**src/rtl/acc_alu_pkg.sv**
```systemverilog
package acc_alu_pkg;
  localparam int ACC_W   = 16;
  localparam int IMM_W   = 8;
  localparam int SHIMM_W = 6;

  typedef enum logic [3:0] {
    OP_ADD  = 4'd0,  OP_ADC  = 4'd1,  OP_SUB  = 4'd2,  OP_SBB  = 4'd3,
    OP_AND  = 4'd4,  OP_OR   = 4'd5,  OP_XOR  = 4'd6,  OP_SLA  = 4'd7,
    OP_SRA  = 4'd8,  OP_SLL  = 4'd9,  OP_SRL  = 4'd10, OP_CLT  = 4'd11,
    OP_CGT  = 4'd12, OP_CEQ  = 4'd13, OP_FNOT = 4'd14, OP_NOP  = 4'd15
  } acc_op_e;

  typedef enum logic [1:0] {
    SH_LEFT = 2'd0, SH_RIGHT_LOG = 2'd1, SH_RIGHT_ARI = 2'd2
  } shift_kind_e;

  // Signed widening of a short immediate field
  function automatic logic [ACC_W-1:0] widen_signed(input logic [IMM_W-1:0] f);
    return {{(ACC_W-IMM_W){f[IMM_W-1]}}, f};
  endfunction

  // Unsigned widening of a shift-amount field
  function automatic logic [ACC_W-1:0] widen_unsigned(input logic [SHIMM_W-1:0] f);
    return {{(ACC_W-SHIMM_W){1'b0}}, f};
  endfunction

  // One-bit-wider add or subtract; top bit is carry or borrow
  function automatic logic [ACC_W:0] wide_addsub(input logic [ACC_W-1:0] a,
                                                 input logic [ACC_W-1:0] b,
                                                 input logic             cin,
                                                 input logic             sub);
    logic [ACC_W:0] ea, eb, ec;
    ea = {1'b0, a};
    eb = {1'b0, b};
    ec = {{ACC_W{1'b0}}, cin};
    return sub ? (ea - eb - ec) : (ea + eb + ec);
  endfunction
endpackage

```
**src/rtl/acc_addsub.sv**
```systemverilog
module acc_addsub
  import acc_alu_pkg::*;
#(
  parameter int W = ACC_W
) (
  input  logic [W-1:0] a,
  input  logic [W-1:0] b,
  input  logic         cin,
  input  logic         sub,
  output logic [W-1:0] sum,
  output logic         cout
);
  logic [W:0] wide;

  always_comb begin
    wide = wide_addsub(a, b, cin, sub);
    sum  = wide[W-1:0];
    cout = wide[W];
  end

  // Adding or subtracting zero with no carry-in cannot carry or borrow
  always_comb begin
    if (b == '0 && !cin) begin
      assert_zero_operand_R1: assert (sum == a && !cout)
        else $error("zero operand changed value or carried");
    end
  end
endmodule

```
**src/rtl/acc_shifter.sv**
```systemverilog
module acc_shifter
  import acc_alu_pkg::*;
#(
  parameter int W = ACC_W
) (
  input  logic [W-1:0]  a,
  input  logic [W-1:0]  amt,
  input  shift_kind_e   kind,
  output logic [W-1:0]  res
);
  localparam int STAGES = $clog2(W);

  logic             right;
  logic             fill;
  logic             over_range;
  logic [W-1:0]     stage [STAGES+1];

  assign right      = (kind != SH_LEFT);
  assign fill       = (kind == SH_RIGHT_ARI) ? a[W-1] : 1'b0;
  assign over_range = |amt[W-1:STAGES];
  assign stage[0]   = a;

  for (genvar k = 0; k < STAGES; k++) begin : g_stage
    localparam int SH = 1 << k;
    logic [W-1:0] moved;
    assign moved = right ? {{SH{fill}}, stage[k][W-1:SH]}
                         : {stage[k][W-1-SH:0], {SH{1'b0}}};
    assign stage[k+1] = amt[k] ? moved : stage[k];
  end

  assign res = over_range ? {W{fill}} : stage[STAGES];

  // Saturated shifts produce only fill bits
  always_comb begin
    if (over_range) begin
      assert_saturate_R6: assert (res == {W{fill}})
        else $error("out-of-range shift left data bits");
    end
    if (amt == '0) begin
      assert_zero_shift_R5: assert (res == a)
        else $error("zero shift altered value");
    end
  end
endmodule

```
**src/rtl/acc_compare.sv**
```systemverilog
module acc_compare
  import acc_alu_pkg::*;
#(
  parameter int W = ACC_W
) (
  input  logic [W-1:0] a,
  input  logic [W-1:0] b,
  output logic         lt,
  output logic         gt,
  output logic         eq
);
  assign lt = $signed(a) < $signed(b);
  assign gt = $signed(a) > $signed(b);
  assign eq = (a == b);

  // Exactly one ordering relation holds
  always_comb begin
    assert_one_relation_R7: assert ($countones({lt, gt, eq}) == 1)
      else $error("compare relations not exclusive");
  end
endmodule

```
**src/rtl/acc_alu_exec.sv**
```systemverilog
module acc_alu_exec
  import acc_alu_pkg::*;
(
  input  logic [15:0] acc_in,
  input  logic [15:0] operand,
  input  logic        src_imm,
  input  logic [3:0]  op,
  input  logic        carry_in,
  input  logic        flag_in,
  output logic [15:0] acc_out,
  output logic        carry_out,
  output logic        flag_out
);
  acc_op_e      opc;
  logic         is_shift, is_cmp, is_arith, use_cin, is_sub;
  logic [15:0]  opnd;
  logic [15:0]  arith_sum;
  logic         arith_cout;
  logic [15:0]  shift_res;
  shift_kind_e  shift_kind;
  logic         cmp_lt, cmp_gt, cmp_eq;

  assign opc      = acc_op_e'(op);
  assign is_shift = (opc == OP_SLA) || (opc == OP_SRA) || (opc == OP_SLL) || (opc == OP_SRL);
  assign is_cmp   = (opc == OP_CLT) || (opc == OP_CGT) || (opc == OP_CEQ);
  assign is_arith = (opc == OP_ADD) || (opc == OP_ADC) || (opc == OP_SUB) || (opc == OP_SBB);
  assign use_cin  = (opc == OP_ADC) || (opc == OP_SBB);
  assign is_sub   = (opc == OP_SUB) || (opc == OP_SBB);

  always_comb begin
    if (!src_imm)      opnd = operand;
    else if (is_shift) opnd = widen_unsigned(operand[SHIMM_W-1:0]);
    else               opnd = widen_signed(operand[IMM_W-1:0]);
  end

  always_comb begin
    case (opc)
      OP_SRA:  shift_kind = SH_RIGHT_ARI;
      OP_SRL:  shift_kind = SH_RIGHT_LOG;
      default: shift_kind = SH_LEFT;
    endcase
  end

  acc_addsub #(.W(ACC_W)) u_addsub (
    .a    (acc_in),
    .b    (opnd),
    .cin  (use_cin & carry_in),
    .sub  (is_sub),
    .sum  (arith_sum),
    .cout (arith_cout)
  );

  acc_shifter #(.W(ACC_W)) u_shifter (
    .a    (acc_in),
    .amt  (opnd),
    .kind (shift_kind),
    .res  (shift_res)
  );

  acc_compare #(.W(ACC_W)) u_compare (
    .a  (acc_in),
    .b  (opnd),
    .lt (cmp_lt),
    .gt (cmp_gt),
    .eq (cmp_eq)
  );

  always_comb begin
    acc_out   = acc_in;
    carry_out = carry_in;
    flag_out  = flag_in;
    unique case (opc)
      OP_ADD, OP_ADC, OP_SUB, OP_SBB: begin
        acc_out   = arith_sum;
        carry_out = arith_cout;
      end
      OP_AND:  acc_out = acc_in & opnd;
      OP_OR:   acc_out = acc_in | opnd;
      OP_XOR:  acc_out = acc_in ^ opnd;
      OP_SLA, OP_SRA, OP_SLL, OP_SRL: acc_out = shift_res;
      OP_CLT:  flag_out = cmp_lt;
      OP_CGT:  flag_out = cmp_gt;
      OP_CEQ:  flag_out = cmp_eq;
      OP_FNOT: flag_out = ~flag_in;
      OP_NOP:  ;
    endcase
  end

  // Guards on which outputs each operation class may touch
  always_comb begin
    if (is_cmp || opc == OP_FNOT) begin
      assert_acc_hold_R7: assert (acc_out == acc_in && carry_out == carry_in)
        else $error("flag operation disturbed accumulator or carry");
    end
    if (!is_cmp && opc != OP_FNOT) begin
      assert_flag_hold_R9: assert (flag_out == flag_in)
        else $error("non-flag operation changed flag");
    end
    if (opc == OP_FNOT) begin
      assert_flag_flip_R8: assert (flag_out != flag_in)
        else $error("flag invert did not invert");
    end
    if (!is_arith) begin
      assert_carry_hold_R3: assert (carry_out == carry_in)
        else $error("carry changed outside add/subtract");
    end
  end
endmodule

```
**config.mk**
```make
export PLATFORM = sky130hd
export DESIGN_NAME = acc_alu_exec
export DESIGN_NICKNAME = d
export VERILOG_FILES = /design/src/rtl/acc_alu_pkg.sv /design/src/rtl/acc_addsub.sv /design/src/rtl/acc_shifter.sv /design/src/rtl/acc_compare.sv /design/src/rtl/acc_alu_exec.sv
export SDC_FILE = /design/constraint.sdc
export NUM_CORES = 1
export LEC_CHECK = 0
export ABC_AREA = 1
export BUFFER_PORTS_ARGS = -buffer_cell sky130_fd_sc_hd__buf_2
export CAP_MARGIN = 20
export CORE_ASPECT_RATIO = 2
export CORE_MARGIN = 2
export CORE_UTILIZATION = 60
export DETAILED_ROUTE_END_ITERATION = 10
export GPL_TIMING_DRIVEN = 0
export PLACE_DENSITY = 0.82
export SYNTH_ARGS = -nofsm -noshare
export SYNTH_HDL_FRONTEND = slang
export SYNTH_SLANG_ARGS = --single-unit
```
**constraint.sdc**
```tcl
create_clock -name vclk -period 3.1
set_input_delay 0.155 -clock vclk [all_inputs]
set_output_delay 0.155 -clock vclk [all_outputs]
set_load 0.03 [all_outputs]
```
==> impl_metrics.toml, run 1 <==
[status]
status = "aborted with a tool error"
stop_stage = "5_1_grt"
firstError = "[ERROR GRT-0116] Global routing finished with congestion. Check the congestion regions in the DRC Viewer."

[yosys]
synth.top_cell.area_share_pct = 20.8
synth_common_cells = "250 x nand2_1, 121 x nand3_1, 111 x inv_1"
seq_area_frac_synth_pct = 0
yosysMostFrequentCell = "nand2_1"
synth_area_leaders = "ha_1 21%, nand2_1 20%, nand3_1 13%"
netlist_instances = 884
synth_fp_nets = 1006
yosysWarnings = 0
synth_area_per_cell_um2 = 5.36
netlist_area_um2 = 4740
synth_cell_types = 41
synth_top_area_cell = "ha_1"

[floorplanning]
num_rows = 45
num_io_pins = 57
fp.dieW_um = 66.9
start_util_pct = 62.4
fp.dieH_um = 130

[grt]
grt.total_usage_pct = 59.6
first_global_vias = 7325
grt_pass1_wl_mm = 39.0
grt_max_degree = 19
overflow = 2

[placed_design]
port_buffers = 56
dp_hpwl_mm = 16.6
dpl-instance-area_um2 = 5160
place_ws_ps = -930
gp_congestion = 1.09
metal layers:
metal / overflow / track usage, %
met1: 0 / 58.3
met2: 1 / 84.6
met3: 0 / 30.9
met4: 1 / 61.8
met5: 0 / 3.13
stage by stage:
| step | std cells | hold WS (ps) | util [%] |
|---|---|---|---|
| 2_1_floorplan | 884 | 510 | - |
| 3_3_place_gp | 1034 | 750 | 67.8 |
| 3_5_place_dp | 1034 | 756 | 67.8 |
| 4_1_cts | 1050 | 752 | 75.9 |
cells by family after synthesis:
logic type	share of synthesized area, %
xor+xnor	0.924
simple gates	41.5
fa+ha+maj	22.5
compound gates	22.9
buf+inv	12.2
what timing repair did:
action                     4_1_cts
setup buffers                   20
setup endpoints to repair       18
gates resized for setup        119
hold buffers                     0
pin swaps                       24
==> run 2: changes to the inputs <==
Settings changed: CORE_ASPECT_RATIO 2 to default, CORE_UTILIZATION 60 to 40, PLACE_DENSITY 0.82 to default, PLACE_DENSITY_LB_ADDON from default to 0.15.
==> run 2 against run 1 <==
  * The flow now finishes, with violations (design-rule violations)
  * Synthesized cell count unchanged
  * Synthesized area unchanged
==> impl_metrics.toml, run 2 <==
[setup_path]
worstPathArrival_ps = 2920
worstPathRequired_ps = 2940
critPathCaptureType = "primary output"
path_class = "in -> out"
crit_fanout = 6
start_kind = "input pin"

[grt]
grt_pass1_wl_mm = 31.5
antenna_found_initial = 0
grt.total_usage_pct = 30.8
grt_max_degree = 19
first_global_vias = 5869
overflow = 0

[layout]
drive_above_1_share_pct = 24.8
clock_buffers = 0
final_cell_area_um2 = 6260
seqCellArea_um2 = 0
antenna_cells = 0
fillers = 1245
synthToLayoutAreaGrowth_pct = 32.1
nets = 1092
layout_commonest_cell = "nand2_1"
n_sequential_cell = 0
final_cell_mix = "228 x nand2_1, 111 x nand3_1, 91 x inv_1"

[yosys]
synth_area_leaders = "ha_1 21%, nand2_1 20%, nand3_1 13%"
netlist_area_um2 = 4740
seq_area_frac_synth_pct = 0
synth.top_cell.area_share_pct = 20.8
synthSimpleGateAreaFrac_pct = 41.5
yosysMostFrequentCell = "nand2_1"
synth_cell_types = 41
synthAdderAreaFrac_pct = 22.5
synth_compound_area_share_pct = 22.9
yosysWarnings = 0
synth_common_cells = "250 x nand2_1, 121 x nand3_1, 111 x inv_1"
synth_xor_area_share_pct = 0.924
synth_top_family_by_area = "simple AND/OR/NAND/NOR gates"
muxShareOfSynthArea_pct = 0
synth_top_area_cell = "ha_1"
synth_fp_nets = 1006
synth_area_per_cell_um2 = 5.36
netlist_instances = 884

[worst_hold_path]
min_path_type = "in -> out"
holdPathStages = 4
hold_path_end = "flag_out"
hp-start = "flag_in"

[detailed_routing]
wl_per_cell_um = 18.9
wirelength_mm = 21.0
wl_met2_mm = 8.97
drc_errors = 5
top_layer = "met4"
initialDrtViolationCount = 638
vias_per_cell = 5.89
wl_met3_mm = 1.95
wirelength_met1_mm = 9.18
detail_route.first_pass.iterations = 9
ant_nets = 0
dr_total_vias = 6547

[sta]
min_period_over_period_pct = 99.3
tightest_slew_ps = 1000
setup_tns_ps = 0
hold_violations = 0
period_needed_ps = 3080
setup_viol = 0
fmax_mhz = 325
max_slew_margin_pct = 33.0
grt_setup_unrepaired = "yes"
slew_violations = 0

[floorplanning]
fp.dieH_um = 113
start_util_pct = 41.2
fp.dieW_um = 113
num_rows = 39
core_area_um2 = 11500
die_area_um2 = 12700
num_io_pins = 57

[placed_design]
gp_congestion = 0.966
dp_hpwl_mm = 16.3
dpl-instance-area_um2 = 5220
port_buffers = 56

[power_and_ir_drop]
p_total_mw = 1.48
power.density_nw_per_um2 = 237
leakagePower_nw = 3.03
peakVddDrop_uv = 122

[clocking]
ctsHoldBuffers = 0

[run]
maxCapViolCount = 0

[status]
status = "finished, violations left"
failed_checks = "design-rule violations"
-- run 2: cell counts after synthesis --
No cell type changed its count.
-- run 2: repair_timing --
item,4_1_cts,5_1_grt
buffers inserted,16,16
setup endpoints to repair,18,13
pin swaps,23,50
resized for setup,98,114
cloned,1,0
-- run 2: worst max path at each step --
| stage | slack [ps] | endpoint | startpoint |
|---|---|---|---|
| final | 20 | acc_out[11] | op[1] |
| after global routing | -110 | acc_out[14] | op[1] |
| after CTS | -3 | acc_out[15] | op[0] |
| after detailed placement | -1080 | acc_out[9] | op[3] |
| after global placement | -1110 | acc_out[9] | op[3] |
| after floorplan | 20 | carry_out | op[0] |
-- run 2: kinds of logic after synthesis --
family / count (synthesis)
xor+xnor: 5
simple gates: 462
fa+ha+maj: 83
buf+inv: 148
compound gates: 186
-- run 2: per-layer routing --
layer  vias up  GRT usage [%]
met3        66           5.46
met4         0           10.0
met1      2964           43.2
met5         -              0
li1       3130              -
met2       387           47.9
-- run 2: per-stage QoR --
step           hold slack, ps  cells  util (%)  setup slack, ps
4_1_cts                   712   1096      49.9            -2.54
3_5_place_dp              710   1083      45.3            -1080
5_1_grt                   752   1111      54.4             -114
3_3_place_gp              718   1083      45.3            -1110
6_report                  707   1111      54.4             22.7
2_1_floorplan             510    884         -             16.6
-- run 2: area by class of cell --
type / count / area [um2] / share of cell area [%]
multi-input combinational: 737 / 4840 / 77.3
timing repair buffer: 88 / 592 / 9.45
inverter: 123 / 513 / 8.19
tap: 143 / 179 / 2.86
buffer: 20 / 136 / 2.18
-- run 2: critical path, stage by stage --
cell and delay [ps]:
buf_6 120, nand2_8 60, inv_6 70, nor2_4 40, a21oi_4 200, inv_2 80
nand2_4 90, nand2_2 90, inv_4 80, ha_4 190, inv_2 90, ha_4 230
nand2_2 90, inv_2 40, nand2_1 70, nand2_2 50, buf_4 130, a21oi_2 120
nand2_2 100, xnor2_2 170, nand2_1 100, o211ai_1 160, nand3_1 120, nand2_2 110
inv_2 40, buf_6 120
-- run 2: where the power goes --
group          internal, mW  switching, mW
logic                 0.558          0.926
registers                 0              0
clock network             0              0
total                 0.558          0.926
No activity file was read; power rests on OpenSTA's default activity.
